==> config.mk <==
export PLATFORM = sky130hd
export DESIGN_NAME = irq_line_merge
export DESIGN_NICKNAME = d
export VERILOG_FILES = /design/src/rtl/irq_line_merge.sv
export SDC_FILE = /design/constraint.sdc
export NUM_CORES = 1
export LEC_CHECK = 0
export BUFFER_PORTS_ARGS = -buffer_cell sky130_fd_sc_hd__buf_4
export CORE_MARGIN = 4
export CORE_UTILIZATION = 25
export CTS_CLUSTER_DIAMETER = 120
export CTS_CLUSTER_SIZE = 8
export DETAILED_ROUTE_END_ITERATION = 6
export SLEW_MARGIN = 5
export SYNTH_ARGS = -nofsm -noshare
export SYNTH_HDL_FRONTEND = slang
export SYNTH_SLANG_ARGS = --single-unit
==> constraint.sdc <==
create_clock -name clk -period 3.7 [get_ports clk]
set_input_delay 0.185 -clock clk [delete_from_list [all_inputs] [get_ports clk]]
set_output_delay 0.185 -clock clk [all_outputs]
set_load 0.05 [all_outputs]
==> src/rtl/irq_line_merge.sv <==
module irq_line_merge #(
  parameter int NUM_DEV = 4,
  parameter int MAX_DEPTH = 2,
  parameter logic [NUM_DEV*MAX_DEPTH*8-1:0] DEV_PATH = 64'h1828_1800_0010_0008,
  parameter logic [NUM_DEV*4-1:0] DEV_DEPTH = 16'h2211,
  localparam int NUM_PINS = NUM_DEV * 4,
  localparam int NUM_LINES = 4,
  localparam int CW = $clog2(NUM_PINS + 1)
) (
  input  logic                    clk,
  input  logic                    rst,
  input  logic [NUM_PINS-1:0]     pin_i,
  output logic [NUM_LINES-1:0]    line_o,
  output logic [NUM_LINES*CW-1:0] cnt_o
);

  function automatic logic [1:0] dev_rot(input int d);
    logic [1:0] r;
    r = 2'd0;
    for (int k = 0; k < MAX_DEPTH; k++)
      if (k < int'(DEV_DEPTH[d*4 +: 4]))
        r = r + DEV_PATH[(d*MAX_DEPTH+k)*8+3 +: 2];
    return r;
  endfunction

  logic [NUM_PINS-1:0] lvl_q;
  logic [NUM_PINS-1:0] rise, fall;
  logic [1:0]          pin_line [NUM_PINS];
  logic [CW-1:0]       cnt_q [NUM_LINES];
  logic [CW-1:0]       cnt_d [NUM_LINES];
  logic [CW-1:0]       up_n  [NUM_LINES];
  logic [CW-1:0]       dn_n  [NUM_LINES];

  assign rise = pin_i & ~lvl_q;
  assign fall = ~pin_i & lvl_q;

  for (genvar p = 0; p < NUM_PINS; p++) begin : g_map
    localparam logic [1:0] PIN_IDX = 2'(p % 4);
    localparam logic [1:0] ROT = dev_rot(p / 4);
    assign pin_line[p] = PIN_IDX + ROT;
  end

  always_comb begin
    for (int l = 0; l < NUM_LINES; l++) begin
      up_n[l] = '0;
      dn_n[l] = '0;
      for (int p = 0; p < NUM_PINS; p++) begin
        if (pin_line[p] == 2'(l)) begin
          up_n[l] = up_n[l] + CW'(rise[p]);
          dn_n[l] = dn_n[l] + CW'(fall[p]);
        end
      end
      cnt_d[l] = cnt_q[l] + up_n[l] - dn_n[l];
    end
  end

  always_ff @(posedge clk) begin
    if (rst) begin
      lvl_q <= '0;
      for (int l = 0; l < NUM_LINES; l++) cnt_q[l] <= '0;
    end else begin
      lvl_q <= pin_i;
      for (int l = 0; l < NUM_LINES; l++) cnt_q[l] <= cnt_d[l];
    end
  end

  for (genvar l = 0; l < NUM_LINES; l++) begin : g_line
    assign line_o[l] = |cnt_q[l];
    assign cnt_o[l*CW +: CW] = cnt_q[l];

    a_r8_no_overflow: assert property (@(posedge clk) disable iff (rst)
      cnt_q[l] <= CW'(NUM_PINS));

    a_r3_rise_cause: assert property (@(posedge clk) disable iff (rst)
      $rose(line_o[l]) |-> $past(|rise));

    a_r3_fall_cause: assert property (@(posedge clk) disable iff (rst)
      $fell(line_o[l]) |-> $past(|fall));
  end

  a_r2_no_change: assert property (@(posedge clk) disable iff (rst)
    (pin_i == lvl_q) |=> $stable(cnt_o));

  a_r7_reset_clear: assert property (@(posedge clk)
    $past(rst) |-> (cnt_o == '0 && line_o == '0));

endmodule

==> impl_metrics.yaml, run 1 <==
die:
  fp-row-count: 35
  fp.dieH_um: 106
  initial_core_util_pct: 25.8
  die_width_um: 106
  ios: 42
  coreArea_um2: 9240
  design.die.area_um2: 11200
detailed_routing:
  drtPass1Iterations: 2
  ant_nets: 0
  drt_iter0_drc: 27
  drc_errors: 0
  routed-via-count: 1577
  wirelength_um: 4360
  wl_per_cell_um: 10.8
  drt-vias-per-instance: 3.92
yosys:
  synthCells: 228
  ys_seq_area_share_pct: 30.2
  synth-main-ff-cell: "dfxtp_1"
  synth_edf_count: 0
  ys_types: 21
  syn-cell-area_um2: 2380
  syn_nets: 299
  synth-seq-cells: 36
  yosys_warnings: 0
  synthArstFlopShare_pct: 0
  syn-mean-instance-area_um2: 10.5
cts:
  clock_path_buffers: 2
  cts.sinks: 36
  clock_latency_ns: 0.29
  clkTransAtPathRegs_ns: 0.08
  htreeDepth: 2
  cts.repair.resized: 0
  cts_tree: "yes"
  cts-buffers-inserted: 5
  clk_root_buffer_cell: "clkbuf_8"
  cts_setup_buffers: 0
  hold_buffers: 0
timing:
  slew_headroom_pct: 70.9
  slew_violations: 0
  finalSetupViolCount: 0
  min_period_over_period_pct: 90.1
  worst_pin_slew_ns: 0.436
  finalHoldViolCount: 0
  fin_skew_ns: 0.00616
  tns_ns: 0
  final.min_clock_period_ns: 3.34
  fmax_ghz: 0.300
  rsz0062_at_grt: "false"
place:
  hpwl_um: 3490
  port-buffer-count: 41
  globalplace.congestion: 0.754
  placed_area_um2: 2840
setup_path:
  required_ns: 3.87
  rr_endpoint: "cnt_q[0][8]"
  crit_type: "reg -> reg"
  ff2ff_setup_slack_ns: 0.36
  start_kind: "flop"
  arrival_ns: 3.50
  path_max_fanout: 2
  critical_path.endpoint_type: "flop"
  r2r_cells: 11
  worstReg2RegStart: "lvl_q[0]"
global_routing:
  grt_pass1_vias: 1730
  grt_max_degree: 39
  grt_remaining_overflow: 0
  grtUsageTotal_pct: 8.86
  antenna_found_initial: 0
  grt_pass1_wl_um: 7960
worst_hold_path:
  whs_path_depth: 2
  hold_path_class: "in -> reg"
  min_from: "pin_i[0]"
  hold_end: "lvl_q[0]"
run_status:
  status: "completed"
cells_and_area:
  layout_common_cells: "nor2b_1 (46), buf_4 (41), inv_1 (37)"
  final_util_pct: 31.9
  final_common_cell: "nor2b_1"
  areaGrowthSynthToFinish_pct: 23.6
  diodes: 0
  finalInstanceArea_um2: 2950
  drive_gt1_share_pct: 19.4
  nets: 343
power:
  p_leak_nw: 1.37
  power.density_nw_per_um2: 878
  ir_drop_mv: 0.391
flow_run:
  drv_cap: 0
## how the worst max path moves through the flow
stage                     slack [ns]           end      from
after global routing            0.17  cnt_q[0][18]  lvl_q[2]
after floorplan                 0.49   cnt_q[0][8]  lvl_q[0]
after detailed placement        0.29   cnt_q[0][8]  pin_i[0]
after CTS                       0.33   cnt_q[0][8]  lvl_q[0]
after global placement          0.31  cnt_q[0][18]  pin_i[2]
final                           0.36   cnt_q[0][8]  lvl_q[0]
## cell type report
class                   instances  area (µm²)
clock inverters                 3        42.5
fillers                       957        6290
repair buffers                 41         308
clock buffers                   5        68.8
well taps                     129         161
inverters                      37         139
multi-input cells             151        1510
flip-flops and latches         36         721
## Yosys cell counts, types with 4 or more instances
library cell  number  share of area, %
a21oi_1            4              0.84
nor2b_1           46                12
xor2_1             4               1.5
ha_1              28                15
fa_1              25                21
dfxtp_1           36                30
nand3_1            4              0.84
nor2_1             6              0.94
a21o_1             4               1.3
nand2b_1          14               3.7
inv_1             37               5.8
## per-layer routing
layer	wire, µm	GRT usage, %
met4	82	3.33
met5	0	0
met2	2060	14.3
met3	209	2.45
met1	2010	11.3
## sequential cells by signal, summed over array words and instances, names as in the netlist
| name | cells |
|---|---|
| lvl_q | 16 |
| cnt_q | 20 |
## worst max-delay path, stage by stage (launching register included)
cell	delay [ns]
dfxtp_1	0.33
nand2b_1	0.08
fa_1	0.54
inv_1	0.05
fa_1	0.47
fa_1	0.41
inv_1	0.08
fa_1	0.42
ha_1	0.23
fa_1	0.38
xnor2_1	0.17
nor2_1	0.05
## report_power, final
group / total, mW / internal (mW) / leakage (nW) / switching, mW
clock: 0.351 / 0.200 / 0.0541 / 0.152
combinational: 1.64 / 0.678 / 1.01 / 0.966
sequential: 0.590 / 0.496 / 0.300 / 0.0939
total: 2.59 / 1.37 / 1.37 / 1.21
## stage by stage
step / hold slack [ns] / std cells / total power [mW] / setup slack (ns)
6_report: 0.120 / 402 / 2.59 / 0.365
5_1_grt: 0.112 / 402 / 2.86 / 0.170
4_1_cts: 0.107 / 402 / 2.65 / 0.335
3_5_place_dp: 0.419 / 394 / 2.27 / 0.289
3_3_place_gp: 0.413 / 394 / 2.23 / 0.315
2_1_floorplan: 0.313 / 228 / 1.86 / 0.492
## cells by family after synthesis
| family | synth area share (%) |
|---|---|
| buf+inv | 6.56 |
| compound gates | 4.20 |
| xor+xnor | 4.09 |
| flops | 30.2 |
| fa+ha+maj | 35.7 |
| simple gates | 19.2 |
Note: power is estimated with default switching activity, not from simulation.
==> inputs of run 2 (changes only) <==
--- a/config.mk
+++ b/config.mk
@@ -5,6 +5,7 @@
 export SDC_FILE = /design/constraint.sdc
 export NUM_CORES = 1
 export LEC_CHECK = 0
+export ABC_AREA = 1
 export BUFFER_PORTS_ARGS = -buffer_cell sky130_fd_sc_hd__buf_4
 export CORE_MARGIN = 4
 export CORE_UTILIZATION = 25
==> run 2 against run 1 <==
Synthesized area up 0.58%. Clock power is 16% lower. Synthesized cell count is 25% higher. Sequential power about the same. Total power fell by 1.6%. Core utilization shrank 0.26 points. Register-to-register slack barely moved.
==> impl_metrics.yaml, run 2 <==
yosys:
  ys_seq_area_share_pct: 30.1
  yosysMostFrequentCell: "inv_1"
  synth_commonest_cells: "inv_1 (77), nor2_1 (60), dfxtp_1 (36), ha_1 (28), fa_1 (25)"
  synth-main-ff-cell: "dfxtp_1"
  netlist.area_leader.share_pct: 30.1
  syn_nets: 357
  synth_area_leaders: "dfxtp_1 (30%), fa_1 (21%), ha_1 (15%)"
  syn-cell-area_um2: 2400
  yosys_warnings: 0
  ys_types: 16
  synth_edf_count: 0
  synth-seq-cells: 36
  yosys.area.top_type: "dfxtp_1"
  synthArstFlopShare_pct: 0
  synthCells: 286
  syn-mean-instance-area_um2: 8.38
timing:
  tns_ns: 0
  finalHoldViolCount: 0
  fin_skew_ns: 0.00393
  final.min_clock_period_ns: 3.35
  fmax_ghz: 0.299
  slew_headroom_pct: 74.4
  worst_pin_slew_ns: 0.384
  rsz0062_at_grt: "false"
  min_period_over_period_pct: 90.4
  hold_ws_ns: 0.123
  finalSetupViolCount: 0
  slew_violations: 0
power:
  p_leak_nw: 1.54
  p_int_mw: 1.27
  power_frac_seq_pct: 23.1
  switching_power_mw: 1.28
  power.density_nw_per_um2: 867
  comb_power_share_pct: 65.3
  power_frac_clock_pct: 11.6
  power.total_mw: 2.55
  ir_drop_mv: 0.266
  swShare_pct: 50.2
detailed_routing:
  wl_per_cell_um: 9.60
  drt-vias-per-instance: 3.77
  drtPass1Iterations: 4
  ant_nets: 0
  drt_iter0_drc: 56
  routed-via-count: 1732
  wirelength_um: 4410
  drc_errors: 0
global_routing:
  grt_pass1_wl_um: 7830
  grt_pass1_vias: 1745
  grt_max_degree: 34
  grtUsageTotal_pct: 8.59
  grt_remaining_overflow: 0
  antenna_found_initial: 0
cells_and_area:
  top_regs: "cnt_q x20, lvl_q x16"
  layout_common_cells: "inv_1 (77), nor2_1 (60), buf_4 (41)"
  final_common_cell: "inv_1"
  areaGrowthSynthToFinish_pct: 22.5
  diodes: 0
  nets: 401
  top_register: "cnt_q"
  largest_reg_flops: 20
  drive_gt1_share_pct: 16.6
cts:
  cts.sinks: 36
  clock_path_buffers: 2
  clock_latency_ns: 0.28
  htreeDepth: 2
  clk_root_buffer_cell: "clkbuf_8"
  cts.repair.resized: 0
  cts_setup_buffers: 0
  clkTransAtPathRegs_ns: 0.07
  hold_buffers: 0
  cts_tree: "yes"
  cts-buffers-inserted: 5
run_status:
  status: "completed"
setup_path:
  start_kind: "flop"
  ff2ff_setup_slack_ns: 0.35
  path_max_fanout: 2
  required_ns: 3.86
  arrival_ns: 3.51
  r2r_cells: 11
  crit_type: "reg -> reg"
  critical_path.endpoint_type: "flop"
die:
  die_width_um: 106
  design.die.area_um2: 11200
  fp-row-count: 35
  fp.dieH_um: 106
  initial_core_util_pct: 25.8
  coreArea_um2: 9280
  ios: 42
worst_hold_path:
  hold_path_class: "in -> reg"
  whs_path_depth: 3
place:
  port-buffer-count: 41
  hpwl_um: 3680
  globalplace.congestion: 0.736
flow_run:
  drv_cap: 0
run 2: area by class of cell:
cell class	count	area (µm²)
clock buffer	8	90.1
tap	129	161
fill	1014	6350
timing repair buffer	41	308
inverter	78	293
multi-input combinational	168	1360
sequential	36	721
run 2: layer usage:
| metal | share of wire [%] | track usage [%] | up-vias |
|---|---|---|---|
| li1 | - | - | 917 |
| met1 | 44 | 10.4 | 794 |
| met2 | 51 | 14.7 | 19 |
| met3 | 3.6 | 2.19 | 2 |
| met4 | 1.1 | 3.33 | 0 |
| met5 | 0 | 0 | - |
run 2: path summary, 6_finish.rpt:
kind,from,endpoint
worst max-delay path,lvl_q[0],cnt_q[0][8]
worst max register to register,lvl_q[0],cnt_q[0][8]
worst min register to register,cnt_q[0][9],cnt_q[0][9]
worst min-delay path,pin_i[13],lvl_q[13]
run 2: critical path, cell delays in order (launching register included):
cell	delay (ns)
dfxtp_1	0.33
nand2_1	0.08
fa_1	0.54
inv_1	0.05
fa_1	0.38
inv_1	0.07
fa_1	0.43
fa_1	0.50
ha_1	0.24
fa_1	0.38
xnor2_1	0.16
nor2_1	0.05
run 2: per-stage QoR:
| stage | setup WS [ns] | instance area (µm²) | instances | util (%) |
|---|---|---|---|---|
| after floorplan | 0.499 | 2400 | 286 | - |
| after global placement | 0.329 | 2850 | 452 | 30.7 |
| after detailed placement | 0.280 | 2850 | 452 | 30.7 |
| after CTS | 0.329 | 2940 | 460 | 31.6 |
| after global routing | 0.102 | 2940 | 460 | 31.6 |
| final | 0.354 | 2940 | 460 | 31.6 |
run 2: power by group through the flow:
stage                     Clock [mW]  Combinational (mW)  Sequential (mW)
final                          0.296                1.66            0.588
after global routing           0.323                1.91            0.607
after CTS                      0.314                1.70            0.592
after detailed placement           0                1.69            0.601
after global placement             0                1.64            0.602
after floorplan                    0               0.976            0.897
run 2: cells by family after synthesis:
family,after synthesis,synth area share (%)
AO/OA/AOI/OAI,6,1.25
XOR/XNOR,6,2.19
adder cells (fa/ha/maj),53,35.5
buffers and inverters,82,13.0
flip-flops,36,30.1
AND/OR/NAND/NOR,103,18.0
